$ cat config.mk
export PLATFORM = sky130hd
export DESIGN_NAME = byte_move_seq
export DESIGN_NICKNAME = d
export VERILOG_FILES = /design/src/rtl/bms_pkg.sv /design/src/rtl/bms_dp.sv /design/src/rtl/bms_ctl.sv /design/src/rtl/byte_move_seq.sv
export SDC_FILE = /design/constraint.sdc
export NUM_CORES = 1
export LEC_CHECK = 0
export CAP_MARGIN = 20
export CORE_ASPECT_RATIO = 0.75
export CORE_MARGIN = 5
export CORE_UTILIZATION = 40
export DETAILED_ROUTE_END_ITERATION = 8
export DONT_BUFFER_PORTS = 1
export SYNTH_ARGS = -nofsm -noshare
export SYNTH_HDL_FRONTEND = slang
export SYNTH_HIERARCHICAL = 1
export SYNTH_SLANG_ARGS = --single-unit
$ cat constraint.sdc
create_clock -name clk -period 6.8 [get_ports clk]
set_input_delay 1.36 -clock clk [delete_from_list [all_inputs] [get_ports clk]]
set_output_delay 1.36 -clock clk [all_outputs]
set_load 0.01 [all_outputs]
$ cat src/rtl/bms_pkg.sv
package bms_pkg;
  localparam int DW = 8;
  localparam int AW = 2 * DW;
  localparam int INSN_LEN = 3;

  typedef enum logic [3:0] {
    ST_IDLE, ST_PRE, ST_OPC, ST_OPR, ST_SRCH, ST_RDAT,
    ST_CSRC, ST_DSTH, ST_WDAT, ST_CDST
  } stateT;

  typedef enum logic [2:0] {A_PC, A_ZP0, A_ZP1, A_SRC, A_DST} addrSelT;

  typedef struct packed {
    logic    load;
    logic    pcInc;
    logic    rewind;
    logic    latchOpr;
    logic    latchHi;
    logic    latchData;
    logic    incX;
    logic    incY;
    logic    decZ;
    logic    we;
    logic    wrHi;
    addrSelT aSel;
  } strobeT;
endpackage

$ cat src/rtl/bms_dp.sv
module bms_dp
  import bms_pkg::*;
#(
  parameter int DATA_W = DW,
  parameter int ILEN = INSN_LEN
) (
  input  logic                  clk,
  input  logic                  rstN,
  input  strobeT                stb,
  input  logic [2*DATA_W-1:0]   pcIn,
  input  logic [DATA_W-1:0]     xIn,
  input  logic [DATA_W-1:0]     yIn,
  input  logic [DATA_W-1:0]     zIn,
  input  logic [DATA_W-1:0]     memRdata,
  output logic [2*DATA_W-1:0]   memAddr,
  output logic [DATA_W-1:0]     memWdata,
  output logic                  memWe,
  output logic [2*DATA_W-1:0]   pcOut,
  output logic [DATA_W-1:0]     xOut,
  output logic [DATA_W-1:0]     yOut,
  output logic [DATA_W-1:0]     zOut,
  output logic                  xWrap,
  output logic                  yWrap,
  output logic                  zIsOne,
  output logic                  zIsZero
);
  localparam int ADDR_W = 2 * DATA_W;
  localparam logic [ADDR_W-1:0] PC_STEP = ADDR_W'(ILEN);
  localparam logic [DATA_W-1:0] PAGE_ZERO = '0;

  logic [ADDR_W-1:0] pcR;
  logic [DATA_W-1:0] oprR, hiR, datR, xR, yR, zR;
  logic [DATA_W-1:0] oprNext;

  assign oprNext = oprR + 1'b1;

  always_ff @(posedge clk or negedge rstN) begin
    if (!rstN) begin
      pcR  <= '0;
      oprR <= '0;
      hiR  <= '0;
      datR <= '0;
      xR   <= '0;
      yR   <= '0;
      zR   <= '0;
    end else if (stb.load) begin
      pcR <= pcIn;
      xR  <= xIn;
      yR  <= yIn;
      zR  <= zIn;
    end else begin
      if (stb.pcInc)     pcR  <= pcR + 1'b1;
      if (stb.rewind)    pcR  <= pcR - PC_STEP;
      if (stb.latchOpr)  oprR <= memRdata;
      if (stb.latchHi)   hiR  <= memRdata;
      if (stb.latchData) datR <= memRdata;
      if (stb.incX)      xR   <= xR + 1'b1;
      if (stb.incY)      yR   <= yR + 1'b1;
      if (stb.decZ)      zR   <= zR - 1'b1;
    end
  end

  always_comb begin
    case (stb.aSel)
      A_ZP0:   memAddr = {PAGE_ZERO, oprR};
      A_ZP1:   memAddr = {PAGE_ZERO, oprNext};
      A_SRC:   memAddr = {hiR, xR};
      A_DST:   memAddr = {hiR, yR};
      default: memAddr = pcR;
    endcase
  end

  assign memWdata = stb.wrHi ? hiR + 1'b1 : datR;
  assign memWe    = stb.we;

  assign pcOut   = pcR;
  assign xOut    = xR;
  assign yOut    = yR;
  assign zOut    = zR;
  assign xWrap   = &xR;
  assign yWrap   = &yR;
  assign zIsOne  = (zR == DATA_W'(1));
  assign zIsZero = (zR == '0);
endmodule

$ cat src/rtl/bms_ctl.sv
module bms_ctl
  import bms_pkg::*;
(
  input  logic   clk,
  input  logic   rstN,
  input  logic   startReq,
  input  logic   irqReq,
  input  logic   xWrap,
  input  logic   yWrap,
  input  logic   zIsOne,
  input  logic   zIsZero,
  output strobeT stb,
  output stateT  state
);
  stateT nextState;

  always_ff @(posedge clk or negedge rstN) begin
    if (!rstN) state <= ST_IDLE;
    else       state <= nextState;
  end

  always_comb begin
    stb       = '0;
    stb.aSel  = A_PC;
    nextState = state;
    case (state)
      ST_IDLE: begin
        if (startReq) begin
          stb.load  = 1'b1;
          nextState = ST_PRE;
        end
      end
      ST_PRE: begin
        stb.pcInc = 1'b1;
        nextState = ST_OPC;
      end
      ST_OPC: begin
        stb.pcInc = 1'b1;
        nextState = ST_OPR;
      end
      ST_OPR: begin
        stb.pcInc    = 1'b1;
        stb.latchOpr = 1'b1;
        nextState    = ST_SRCH;
      end
      ST_SRCH: begin
        stb.aSel    = A_ZP0;
        stb.latchHi = 1'b1;
        nextState   = ST_RDAT;
      end
      ST_RDAT: begin
        stb.aSel      = A_SRC;
        stb.latchData = 1'b1;
        stb.incX      = 1'b1;
        nextState     = xWrap ? ST_CSRC : ST_DSTH;
      end
      ST_CSRC: begin
        stb.aSel  = A_ZP0;
        stb.we    = 1'b1;
        stb.wrHi  = 1'b1;
        nextState = ST_DSTH;
      end
      ST_DSTH: begin
        stb.aSel    = A_ZP1;
        stb.latchHi = 1'b1;
        nextState   = ST_WDAT;
      end
      ST_WDAT: begin
        stb.aSel = A_DST;
        stb.we   = 1'b1;
        stb.incY = 1'b1;
        stb.decZ = 1'b1;
        if (yWrap) nextState = ST_CDST;
        else begin
          stb.rewind = !zIsOne;
          nextState  = (zIsOne || irqReq) ? ST_IDLE : ST_PRE;
        end
      end
      ST_CDST: begin
        stb.aSel   = A_ZP1;
        stb.we     = 1'b1;
        stb.wrHi   = 1'b1;
        stb.rewind = !zIsZero;
        nextState  = (zIsZero || irqReq) ? ST_IDLE : ST_PRE;
      end
      default: nextState = ST_IDLE;
    endcase
  end
endmodule

$ cat src/rtl/byte_move_seq.sv
module byte_move_seq
  import bms_pkg::*;
(
  input  logic          clk,
  input  logic          rstN,
  input  logic          startReq,
  input  logic [AW-1:0] pcIn,
  input  logic [DW-1:0] xIn,
  input  logic [DW-1:0] yIn,
  input  logic [DW-1:0] zIn,
  input  logic          irqReq,
  input  logic [DW-1:0] memRdata,
  output logic [AW-1:0] memAddr,
  output logic [DW-1:0] memWdata,
  output logic          memWe,
  output logic          idle,
  output logic [AW-1:0] pcOut,
  output logic [DW-1:0] xOut,
  output logic [DW-1:0] yOut,
  output logic [DW-1:0] zOut
);
  strobeT stb;
  stateT  curState;
  logic   xWrap, yWrap, zIsOne, zIsZero;

  bms_ctl u_ctl (
    .clk(clk), .rstN(rstN), .startReq(startReq), .irqReq(irqReq),
    .xWrap(xWrap), .yWrap(yWrap), .zIsOne(zIsOne), .zIsZero(zIsZero),
    .stb(stb), .state(curState)
  );

  bms_dp #(.DATA_W(DW), .ILEN(INSN_LEN)) u_dp (
    .clk(clk), .rstN(rstN), .stb(stb), .pcIn(pcIn), .xIn(xIn),
    .yIn(yIn), .zIn(zIn), .memRdata(memRdata), .memAddr(memAddr),
    .memWdata(memWdata), .memWe(memWe), .pcOut(pcOut), .xOut(xOut),
    .yOut(yOut), .zOut(zOut), .xWrap(xWrap), .yWrap(yWrap),
    .zIsOne(zIsOne), .zIsZero(zIsZero)
  );

  assign idle = (curState == ST_IDLE);
endmodule

==> run summary <==
Max Fanout on Critical Path - 16
first-pass GRT wire length - 22.75 mm
Ys Warns - 6
Internal Power - 1.511 mW
worst max-slew margin expressed relative to the limit - 33.96%
number of clock sinks - 68
hold crit path type - flop to flop
CP Data Arrival Time - 3.87 ns
kind of start point of the critical path - flop
FMAX - 191.2 MHz
detail-routed via count per cell - 5.848
Seq pwr share - 34.6%
unrepaired setup endpoints after global routing - false
Combinational Power Share - 49.2%
total power density per cell area - 552.3 nW/um^2
Total Wirelength - 13.99 mm
instance count of the mapped netlist - 571
Clock Tree Root - sky130_fd_sc_hd__clkbuf_16
count of instances resized after the clock tree is built - 0
number of remaining DRC errors - 0
core region area - 12310 um^2
number of buffers inserted by hold repair at cts - 0
Leakage Power - 2.112 nW
H-Tree Level Count - 3
largest cells by area after synthesis - sky130_fd_sc_hd__dfrtp_1 34%, sky130_fd_sc_hd__mux2_2 6.7%, sky130_fd_sc_hd__nand2_1 5.5%
via count - 4222
Net Count, Synth - 644
CP max stage cell - sky130_fd_sc_hd__a21oi_1
main flop type after synthesis - sky130_fd_sc_hd__dfrtp_1
peak ir drop on the vdd network - 0.0002410 V
endpoint class of the critical path - output port
total standard cell area after synthesis - 5026 um^2
post-route setup TNS - 0 ns
final estimated routing congestion in global placement - 0.8834
count of flip-flops with a built-in enable after synthesis - 0
Clk network pwr share - 16.2%
antenna violations before repair - 0
First-pass DRT Iterations - 5
cell taking the most area after synthesis - sky130_fd_sc_hd__dfrtp_1
area added between synthesis and finish - 7.394%
die footprint - 14930 um^2
largest clock skew in the final design - 0.009141 ns
path type of the worst setup path - flop to output port
share of flip-flops with an asynchronous set or reset after synthesis - 100.0%
result of the run - finished, final reports clean
final core utilization - 43.86%
largest net degree at the start of global routing - 69
residual overflow from global routing - 0
required time of the critical path - 5.44 ns
final number of max-transition violations - 0
Starting Density - 40.84%
clock edge transition at the registers on the reported setup and hold paths - 0.06 ns
overall routing resource usage - 18.87%
Die Y - 107.1 um
TritonCTS clock tree - done
nets - 624
floorplan die width - 139.4 um
final-report setup violation count - 0
largest stage delay on the critical path - 0.82 ns
area share of the largest cell type after synthesis - 33.86%
synthesized area divided by synthesized cell count - 8.802 um^2
I/O pin count - 118
Period minus WS final - 5.231 ns
Detailed Place HPWL - 10.59 mm
layout cells sized above 1 - 11.69%
clock latency of the later-clocked register in the worst-skew pair - 0.34 ns
max capacitance violation total - 0
P_sw - 1.470 mW
DRC violation total after the first TritonRoute iteration - 260
total setup buffers inserted after CTS - 0
sum of buffers and inverters on the critical path - 1
number of nets with antenna violations after routing - 0
buffers from clock root to sink, at most - 2
Worst Max-Slew Pin Slew - 0.9906 ns
switching share of power - 49.32%
average routed wire per standard cell - 19.38 um
synthesis-stage register bit count - 68
# rows - 35
cells traversed along the worst timing path - nand2b_1 -> a21oi_1 -> clkinv_1 -> nand2_1 -> o211ai_1 -> o21a_1 -> o22ai_1
Antenna diodes - 0
ratio of final minimum period to clock period - 76.93%
CP top delay family - compound AO/OA/AOI/OAI gates
via count of the first global-routing pass - 4110
number of different library cells in the post-synthesis netlist - 60
number of endpoints with negative hold slack in the final report - 0
post-synthesis sequential area ratio - 33.86%
total clock buffers created by CTS - 9
buffers added on ports - 0
-- logic make-up after synthesis --
kind of cell / Yosys count / synth area share (%)
AND/OR/NAND/NOR: 185 / 18.12
AO/OA/AOI/OAI: 155 / 19.87
flip-flops: 68 / 33.86
XOR/XNOR: 49 / 8.539
buffers and inverters: 48 / 4.680
multiplexers: 45 / 9.709
adder cells (fa/ha/maj): 21 / 5.228
-- Yosys cell counts, drive strengths merged, types with 3 or more instances --
cell type / instances
a211oi: 4
a21o: 9
a21oi: 31
a221oi: 6
a22oi: 9
a31oi: 9
and2: 7
and3: 8
buf: 15
clkbuf: 20
dfrtp: 68
ha: 21
inv: 12
mux2: 30
mux2i: 15
nand2: 74
nand2b: 8
nand3: 14
nand4: 6
nor2: 35
nor2b: 6
nor3: 13
nor4: 3
o21a: 4
o21ai: 53
o221ai: 12
o22ai: 7
xnor2: 18
xor2: 31
-- state kept, by name, summed over array words and instances, names as in the netlist --
name and cells:
u_dp/hiR 8, u_dp/yOut 8, u_ctl/state 4, u_dp/xOut 8, u_dp/datR 8, u_dp/oprR 8
u_dp/pcOut 16, u_dp/zOut 8
-- power by group through the flow --
stage / sequential, mW / combinational, mW / clock [mW]
after floorplan: 0.877 / 1.26 / 0
after global placement: 1.03 / 1.42 / 0
after detailed placement: 1.04 / 1.46 / 0
after CTS: 1.03 / 1.47 / 0.494
after global routing: 1.08 / 1.64 / 0.515
final: 1.03 / 1.47 / 0.483
-- cell usage in the layout, fill, tap and decap left out, drive strengths merged, types with 3 or more instances in the layout --
master	n
nand2	74
o21a	4
inv	16
nor2	35
nor2b	6
dfrtp	68
nand4	6
and2	7
buf	4
a21o	9
nand3	14
ha	21
xor2	31
mux2i	15
a211oi	4
a31oi	9
mux2	30
xnor2	18
nand2b	8
nor3	13
clkbuf	9
a221oi	6
a22oi	9
o22ai	7
a21oi	31
o21ai	53
and3	8
o221ai	12
nor4	3
-- worst register-to-register path, delay by kind of cell (launching register included) --
family / cells / cell delay, ns
compound gates: 6 / 1.12
xor+xnor: 1 / 0.18
fa+ha+maj: 1 / 0.41
buf+inv: 1 / 0.21
flops: 1 / 0.45
simple gates: 5 / 1.05
-- layout make-up --
cell class / count / area (um^2)
multi-input combinational: 455 / 3103
tap: 166 / 207.7
timing repair buffer: 4 / 30.03
clock inverter: 7 / 81.33
fill: 1209 / 6908
clock buffer: 9 / 225.2
inverter: 13 / 48.80
sequential: 68 / 1702
-- per-stage QoR --
step                instance area, um^2  hold slack (ns)  cells  setup WS [ns]  power [mW]
finish                             5398           0.5050    722          1.569       2.981
global route                       5398           0.5347    722          1.127       3.230
CTS                                5398           0.5108    722          1.593       2.994
detailed placement                 5091           0.4952    706          1.921       2.497
global placement                   5091           0.4877    706          2.128       2.448
floorplan                          5026           0.4767    571          3.214       2.132
-- final timing paths --
path,cells after the start,from,endpoint,slack [ns]
max,7,u_ctl/state[2],memAddr[4],1.57
min,1,u_dp/datR[1],u_dp/datR[1],0.50
max reg2reg,14,u_dp/zOut[2],u_dp/pcOut[11],3.24
min reg2reg,1,u_dp/datR[1],u_dp/datR[1],0.50
max in group asynchronous,0,rstN,u_dp/pcOut[8],5.98
min in group asynchronous,0,rstN,u_dp/xOut[3],0.72
-- metal layers --
metal | global-route usage (%) | part of all wire [%] | vias to the layer above
li1 | - | - | 2018
met5 | 0 | 0 | -
met2 | 29.24 | 45 | 142
met1 | 26.27 | 47 | 2050
met3 | 4.993 | 6.8 | 12
met4 | 4.749 | 1.2 | 0
(Power assumes the default switching activity.)
